<file path="src/rtl/pdn_pkg.sv">
package pdn_pkg;
  typedef enum logic [2:0] {
    PS_PGWAIT = 3'd0,
    PS_RUN    = 3'd1,
    PS_PARK   = 3'd2,
    PS_OFF    = 3'd3,
    PS_RELOCK = 3'd4
  } pdn_state_e;
endpackage

</file>
<file path="src/rtl/pdn_sync.sv">
module pdn_sync #(
  parameter int STAGES = 2
) (
  input  logic clk,
  input  logic rst_n,
  input  logic d_i,
  output logic q_o,
  output logic low2_o
);
  logic [STAGES-1:0] chain_q;
  logic              hold_q;

  always_ff @(posedge clk or negedge rst_n) begin
    if (!rst_n) begin
      chain_q <= '0;
      hold_q  <= 1'b0;
    end else begin
      chain_q <= {chain_q[STAGES-2:0], d_i};
      hold_q  <= chain_q[STAGES-1];
    end
  end

  assign q_o    = chain_q[STAGES-1];
  assign low2_o = ~chain_q[STAGES-1] & ~hold_q;
endmodule

</file>
<file path="src/rtl/pdn_out_gate.sv">
module pdn_out_gate (
  input  logic clk,
  input  logic rst_n,
  input  logic lvl_i,
  input  logic run_i,
  input  logic park_i,
  output logic en_o
);
  logic en_q, en_d;
  logic lvl_q;
  logic fall;

  always_comb begin
    fall = lvl_q & ~lvl_i;
    en_d = en_q;
    if (!en_q && run_i && !lvl_i) begin
      en_d = 1'b1;
    end else if (en_q && park_i && fall) begin
      en_d = 1'b0;
    end
  end

  always_ff @(posedge clk or negedge rst_n) begin
    if (!rst_n) begin
      en_q  <= 1'b0;
      lvl_q <= 1'b0;
    end else begin
      en_q  <= en_d;
      lvl_q <= lvl_i;
    end
  end

  assign en_o = en_q;


  park_on_fall_chk: assert property (@(posedge clk) disable iff (!rst_n)
    $fell(en_q) |-> ($past(lvl_i) == 1'b0 && $past(lvl_q) == 1'b1));


  start_low_phase_chk: assert property (@(posedge clk) disable iff (!rst_n)
    $rose(en_q) |-> ($past(lvl_i) == 1'b0 && $past(run_i)));
endmodule

</file>
<file path="src/rtl/pdn_lock_timer.sv">
module pdn_lock_timer #(
  parameter int TIMEOUT = 450000
) (
  input  logic clk,
  input  logic rst_n,
  input  logic active_i,
  output logic expired_o
);
  localparam int CW = $clog2(TIMEOUT + 1);
  localparam logic [CW-1:0] LIMIT = CW'(TIMEOUT);

  logic [CW-1:0] cnt_q, cnt_d;

  always_comb begin
    if (!active_i) begin
      cnt_d = '0;
    end else if (cnt_q == LIMIT) begin
      cnt_d = cnt_q;
    end else begin
      cnt_d = cnt_q + CW'(1);
    end
  end

  always_ff @(posedge clk or negedge rst_n) begin
    if (!rst_n) begin
      cnt_q <= '0;
    end else begin
      cnt_q <= cnt_d;
    end
  end

  assign expired_o = active_i & (cnt_q == LIMIT);


  lock_fresh_chk: assert property (@(posedge clk) disable iff (!rst_n)
    $rose(active_i) |-> !expired_o);
endmodule

</file>
<file path="src/rtl/clkgen_pdn_seq.sv">
module clkgen_pdn_seq #(
  parameter int N_SE         = 4,
  parameter int N_DIFF       = 2,
  parameter int SYNC_STAGES  = 2,
  parameter int LOCK_TIMEOUT = 450000
) (
  input  logic                     clk_ref,
  input  logic                     rst_n,
  input  logic                     pwr_pin_i,
  input  logic                     strap_hiz_i,
  input  logic                     pll_lock_i,
  input  logic [N_SE+N_DIFF-1:0]   out_lvl_i,
  output logic [N_SE+N_DIFF-1:0]   out_en_o,
  output logic [N_SE-1:0]          se_hiz_o,
  output logic                     pll_en_o,
  output logic                     osc_en_o,
  output logic [2:0]               state_o,
  output logic                     lock_err_o
);
  import pdn_pkg::*;

  localparam int N_OUT = N_SE + N_DIFF;

  pdn_state_e       state_q, state_d;
  logic             pin_hi;
  logic             pd_req;
  logic             all_parked;
  logic             run_req, park_req;
  logic [N_OUT-1:0] out_en;

  pdn_sync #(.STAGES(SYNC_STAGES)) u_sync (
    .clk    (clk_ref),
    .rst_n  (rst_n),
    .d_i    (pwr_pin_i),
    .q_o    (pin_hi),
    .low2_o (pd_req)
  );

  assign run_req  = (state_q == PS_RUN);
  assign park_req = (state_q == PS_PARK);

  genvar gi;
  generate
    for (gi = 0; gi < N_OUT; gi++) begin : g_gate
      pdn_out_gate u_gate (
        .clk    (clk_ref),
        .rst_n  (rst_n),
        .lvl_i  (out_lvl_i[gi]),
        .run_i  (run_req),
        .park_i (park_req),
        .en_o   (out_en[gi])
      );
    end
    for (gi = 0; gi < N_SE; gi++) begin : g_hiz
      assign se_hiz_o[gi] = strap_hiz_i & ~out_en[gi];
    end
  endgenerate

  assign all_parked = ~|out_en;

  pdn_lock_timer #(.TIMEOUT(LOCK_TIMEOUT)) u_timer (
    .clk       (clk_ref),
    .rst_n     (rst_n),
    .active_i  (state_q == PS_RELOCK),
    .expired_o (lock_err_o)
  );

  always_comb begin
    state_d = state_q;
    unique case (state_q)
      PS_PGWAIT: if (pin_hi)            state_d = PS_RELOCK;
      PS_RELOCK: if (pd_req)            state_d = PS_OFF;
                 else if (pll_lock_i)   state_d = PS_RUN;
      PS_RUN:    if (pd_req)            state_d = PS_PARK;
      PS_PARK:   if (all_parked)        state_d = PS_OFF;
      PS_OFF:    if (pin_hi)            state_d = PS_RELOCK;
      default:                          state_d = PS_PGWAIT;
    endcase
  end

  always_ff @(posedge clk_ref or negedge rst_n) begin
    if (!rst_n) begin
      state_q <= PS_PGWAIT;
    end else begin
      state_q <= state_d;
    end
  end

  assign pll_en_o = (state_q == PS_RUN) || (state_q == PS_PARK) || (state_q == PS_RELOCK);
  assign osc_en_o = pll_en_o;
  assign out_en_o = out_en;
  assign state_o  = state_q;


  osc_off_parked_chk: assert property (@(posedge clk_ref) disable iff (!rst_n)
    !pll_en_o |-> (out_en == '0));


  relock_quiet_chk: assert property (@(posedge clk_ref) disable iff (!rst_n)
    (state_q == PS_RELOCK) |-> (out_en == '0));


  relock_abort_chk: assert property (@(posedge clk_ref) disable iff (!rst_n)
    (state_q == PS_RELOCK && pd_req) |=> (state_q == PS_OFF));
endmodule

</file>
<file path="config.mk">
export PLATFORM = sky130hd
export DESIGN_NAME = clkgen_pdn_seq
export DESIGN_NICKNAME = d
export VERILOG_FILES = /design/src/rtl/pdn_pkg.sv /design/src/rtl/pdn_sync.sv /design/src/rtl/pdn_out_gate.sv /design/src/rtl/pdn_lock_timer.sv /design/src/rtl/clkgen_pdn_seq.sv
export SDC_FILE = /design/constraint.sdc
export NUM_CORES = 1
export LEC_CHECK = 0
export ABC_AREA = 1
export BUFFER_PORTS_ARGS = -buffer_cell sky130_fd_sc_hd__buf_2
export CAP_MARGIN = 0
export CORE_UTILIZATION = 42
export DETAILED_ROUTE_END_ITERATION = 7
export GPL_TIMING_DRIVEN = 0
export HOLD_SLACK_MARGIN = 0.03
export SYNTH_ARGS = -nofsm -noshare
export SYNTH_HDL_FRONTEND = slang
export SYNTH_SLANG_ARGS = --single-unit
</file>
<file path="constraint.sdc">
create_clock -name clk_ref -period 1.7 [get_ports clk_ref]
set_input_delay 0.34 -clock clk_ref [delete_from_list [all_inputs] [get_ports clk_ref]]
set_output_delay 0.34 -clock clk_ref [all_outputs]
set_load 0.01 [all_outputs]
</file>
[After elaboration in Yosys (flattened, before gate mapping)]
Cells that the tools add are included.
Cells by class
  $add $sub $neg: 1
  equal/unequal tests: 10
  multiplexer cells: 20
  bitwise logic cells: 24
  reduce and logical (&&, ||, !) cells: 48
Operators with widths (count)
  19-bit 2-to-1 mux: 2
  1-bit logical AND: 24
  19-bit by 1-bit adder with 19-bit output, second input constant: 1
  19-bit == test, second input constant: 1
  3-bit 2-to-1 mux: 5
  1-bit bitwise AND: 12
  1-bit logical NOT: 12
  1-bit 2-to-1 mux: 12
  1-bit NOT: 12
  3-bit case mux with 4 select lines: 1
  2-bit nonzero test: 6
  3-bit by 2-bit == test with 1-bit output, second input constant: 2
  2-bit inequality test, second input constant: 3
  6-bit OR reduction: 1
  4-bit AND reduction: 1
  3-bit by 1-bit == test with 1-bit output, second input constant: 1
  3-bit == test, second input constant: 1
  3-bit logical NOT: 1
  3-bit inequality test, second input constant: 1
  1-bit logical OR: 2
  2-bit by 1-bit inequality test with 1-bit output, second input constant: 1
  2-bit OR reduction: 1
Word-level totals
  register bits: 37
  input port bits: 11
  output and inout bits: 16
  word-level logic and storage cells: 119

[Depth between registers and ports, before layout]
  word-level depth: 5
  mapped depth: 9
  depth with buffers taken out: 9

[Hierarchy]
From an unflattened synthesis, not the netlist that was laid out.
Unflattened totals
  cell total of the unflattened synthesis: 271
  area total of the unflattened synthesis: 1995.7 um^2
Modules (own cells, without submodules)
  pdn_lock_timer: times used 1, cells an instance 170, area an instance 1177.4 um^2, seq. area each 475.5 um^2
  pdn_out_gate: times used 6, cells an instance 8, area an instance 73.8 um^2, seq. area each 50.0 um^2
  clkgen_pdn_seq: times used 1, cells an instance 49, area an instance 296.5 um^2, seq. area each 75.1 um^2
  pdn_sync: times used 1, cells an instance 4, area an instance 78.8 um^2, seq. area each 75.1 um^2

[Worst setup path before layout]
Ideal clock, no wire load.
  path type: register -> output
  from: register state_q[0], in the netlist state_o[0]
  to: output pll_en_o
  data arrival time: 1278 ps
  data required time: 1360 ps
  path slack: 82 ps
  stages on the path, launching flop included: 6
  cells stage by stage: dfrtp_1 nor2_1 nand2_1 clkbuf_1 nand3_1 buf_4
On the way
  longest elaborated chain between the ends: 3
RTL lines
  start: declaration: line clkgen_pdn_seq.sv:24  | pdn_state_e state_q, state_d;
  start signal: assignment: line clkgen_pdn_seq.sv:85  | state_q <= state_d;
  3-bit by 1-bit == test with 1-bit output or 3-bit by 2-bit == test with 1-bit output (tied branches): line clkgen_pdn_seq.sv:89  | assign pll_en_o = (state_q == PS_RUN) || (state_q == PS_PARK) || (state_q == PS_RELOCK);
  1-bit logical OR: line clkgen_pdn_seq.sv:89
  1-bit logical OR *: line clkgen_pdn_seq.sv:89
  end: declaration: line clkgen_pdn_seq.sv:15  | output logic pll_en_o,
Mark *: on every way between the ends. The rest lies on a longest branch, timed or not.

[Worst setup path in the final report]
  from: register u_timer.cnt_q[0]
  to: output lock_err_o
On the way
  longest elaborated chain between the ends: 2
RTL lines
  start: declaration: line pdn_lock_timer.sv:12  | logic [CW-1:0] cnt_q, cnt_d;
  start signal: assignment: line pdn_lock_timer.sv:28  | cnt_q <= cnt_d;
  19-bit == test: line pdn_lock_timer.sv:32  | assign expired_o = active_i & (cnt_q == LIMIT);
  1-bit bitwise AND: line pdn_lock_timer.sv:32
  end: declaration: line clkgen_pdn_seq.sv:18  | output logic lock_err_o
Every way passes these cells.

==> results.yml <==
global_routing:
  grt_pass1_vias: 1702
  antenna_found_initial: 0
  grt_usage_pct: 20.19
  grt_max_degree: 38
  grt_overflow: 0
  grt_first_pass_wirelength_mm: 7.879
worst_setup_path:
  r2r_cells: 11
  crit_path_frequent_cell: "nor2_1"
  cp.required_ns: 1.36
  worstPathCellList: "inv_2, ha_4, nand4_1, nor2_1, nand2_1, nor2_1, buf_2"
  path_class: "reg2out"
  crit_fanout: 2
  critPathCaptureType: "primary output"
  cpPeakStageDelay_ns: 0.43
  critPathArrivalTime_ns: 1.47
  critPathBufInv: 2
  crit_cells: 7
  cp_top_family: "flip-flops"
  cp_slowest_cell: "dfrtp_2"
  startpoint_type: "register"
timing:
  post-route-min-period_ns: 1.807
  rsz0062_at_grt: "true"
  clock.fmax_ghz: 0.5534
  holdWs_ns: 0.1356
  hold_violations: 0
  fin_tns_setup_ns: -0.1162
  period_share_pct: 106.3
  setup_viol: 2
  slew_headroom_pct: 46.42
  tightest_slew_ns: 0.8036
  skew_ns: 0.006380
  slew_violations: 0
  timing.final.ws_setup_ns: -0.1071
cts:
  ctsHoldBuffers: 0
  clk_pin_slew_ns: 0.08
  numCtsBuffers: 5
  cts.sinks: 37
  cts_buffer_depth: 2
  worst_skew_pair.late_latency_ns: 0.29
  tritoncts: "done"
  cts_htree_levels: 2
  cts-root-buf: "clkbuf_8"
synth:
  avgSynthCellArea_sq_um: 7.438
  syn_nets: 285
  synth.area.top_cells: "dfrtp_1 46%, nor2_1 11%, nand2_1 11%"
  synth_top_area_share_pct: 45.76
  syn_inst: 272
  yosys.area.top_type: "dfrtp_1"
  yosysWarnings: 0
  syn_area_sq_um: 2023
  yosysUniqueCellTypes: 21
  ys_ff_latch: 37
  yosysSeqAreaShare_pct: 45.76
cells_and_area:
  drive_gt1_share_pct: 25.70
  nets: 335
  final_cell_area_sq_um: 2541
  postLayoutCoreUtil_pct: 56.42
  syn_to_final_growth_pct: 25.60
  antennaDiodeCount: 0
  layout_common_cells: "58 x nor2_1, 58 x nand2_1, 34 x dfrtp_1"
placed_design:
  portBuffers: 26
  hpwl_mm: 3.226
  placed_cell_area_sq_um: 2218
  gp_congestion: 0.8737
outcome:
  status: "complete, but fails checks"
  violations: "design-rule violations, negative setup slack"
pwr:
  powerDensity_nw_per_um2: 1266
  ir_worst_vdd_mv: 0.7089
  p_leak_nw: 1.185
worst_hold_path:
  hold_path_class: "in2async"
drt:
  antenna_left: 0
  drc_errors: 2
  dr_total_vias: 1841
  first_iter_violations: 154
  wl_mm: 4.668
  wl_per_cell_microns: 12.45
  viasPerCell: 4.909
  firstDrtPassIters: 6
floorplanning:
  dieArea_sq_um: 5099
  die_y_microns: 71.41
  die_w_microns: 71.41
  core_area_sq_um: 4504
  num_rows: 24
  initial_utilization_pct: 44.92
  io-pin-count: 27
job:
  cap_violations: 0
[cell families (layout without fill, tap and decap cells)]
logic type | Yosys count | after routing | share of synthesized area [%]
compound gates | 19 | 19 | 4.824
simple gates | 168 | 168 | 36.61
xor+xnor | 5 | 5 | 2.164
fa+ha+maj | 2 | 2 | 1.237
flops | 37 | 37 | 45.76
buf+inv | 41 | 92 | 9.400
[where the power goes]
group	internal, mW	total (mW)	switching [mW]
Clock	0.477	0.812	0.335
Combinational	0.595	1.26	0.665
Sequential	1.01	1.14	0.138
Total	2.08	3.22	1.14
[sequential cells by signal (all words and copies together) (netlist names)]
name	count
g_gate.u_gate.en_o	6
g_gate.u_gate.lvl_q	6
state_o	3
u_sync.chain_q	2
u_sync.hold_q	1
u_timer.cnt_q	19
[what timing repair did]
action                                  CTS  global route
endpoints found under the setup margin    3             4
buffers inserted                         15             2
pin swaps                                 3             3
resized for setup                        12            11
[metrics by stage]
step	setup slack, ns	power [mW]	std cells
after floorplan	0.08185	1.802	272
after global placement	-0.1592	2.128	350
after detailed placement	-0.1715	2.144	350
after CTS	-0.08211	3.142	373
after global routing	-0.1954	3.423	375
final	-0.1071	3.216	375
[routing by layer]
layer	vias up	global-route usage (%)	routed length (microns)
li1	956	-	-
met1	843	29.96	2362
met2	37	29.95	2079
met3	5	4.360	193
met4	0	5.333	32
met5	-	0	0
[final cells by class]
| type | count | area (sq um) |
|---|---|---|
| Timing Repair Buffer | 43 | 264.0 |
| Multi-Input combinational cell | 194 | 957.2 |
| Sequential cell | 37 | 929.6 |
| Tap cell | 52 | 65.06 |
| Fill cell | 417 | 1963 |
| Buffer | 9 | 80.08 |
| Clock buffer | 6 | 82.58 |
| Clock inverter | 2 | 37.54 |
| Inverter | 32 | 125.1 |
[cells in the mapped netlist, drive strengths merged]
cell and n:
o21ai 6, nor2 62, nor3 4, nor3b 7, a21oi 12, xor2 5, nand4 4, ha 2
clkbuf 2, nand2 61, nand3 30, inv 31, o211ai 1, clkinv 1, buf 7, dfrtp 37
[worst paths after layout]
| check | endpoint | slack (ns) | from |
|---|---|---|---|
| min reg2reg | u_sync.chain_q[1] | 0.36 | u_sync.chain_q[0] |
| min | u_timer.cnt_q[5] | 0.14 | rst_n |
| min in group clk_ref | u_sync.chain_q[0] | 0.15 | pwr_pin_i |
| max | lock_err_o | -0.11 | u_timer.cnt_q[0] |
| max reg2reg | u_timer.cnt_q[0] | 0.11 | u_timer.cnt_q[0] |
| max in group asynchronous | u_timer.cnt_q[0] | 1.01 | rst_n |
(Power assumes the default switching activity.)
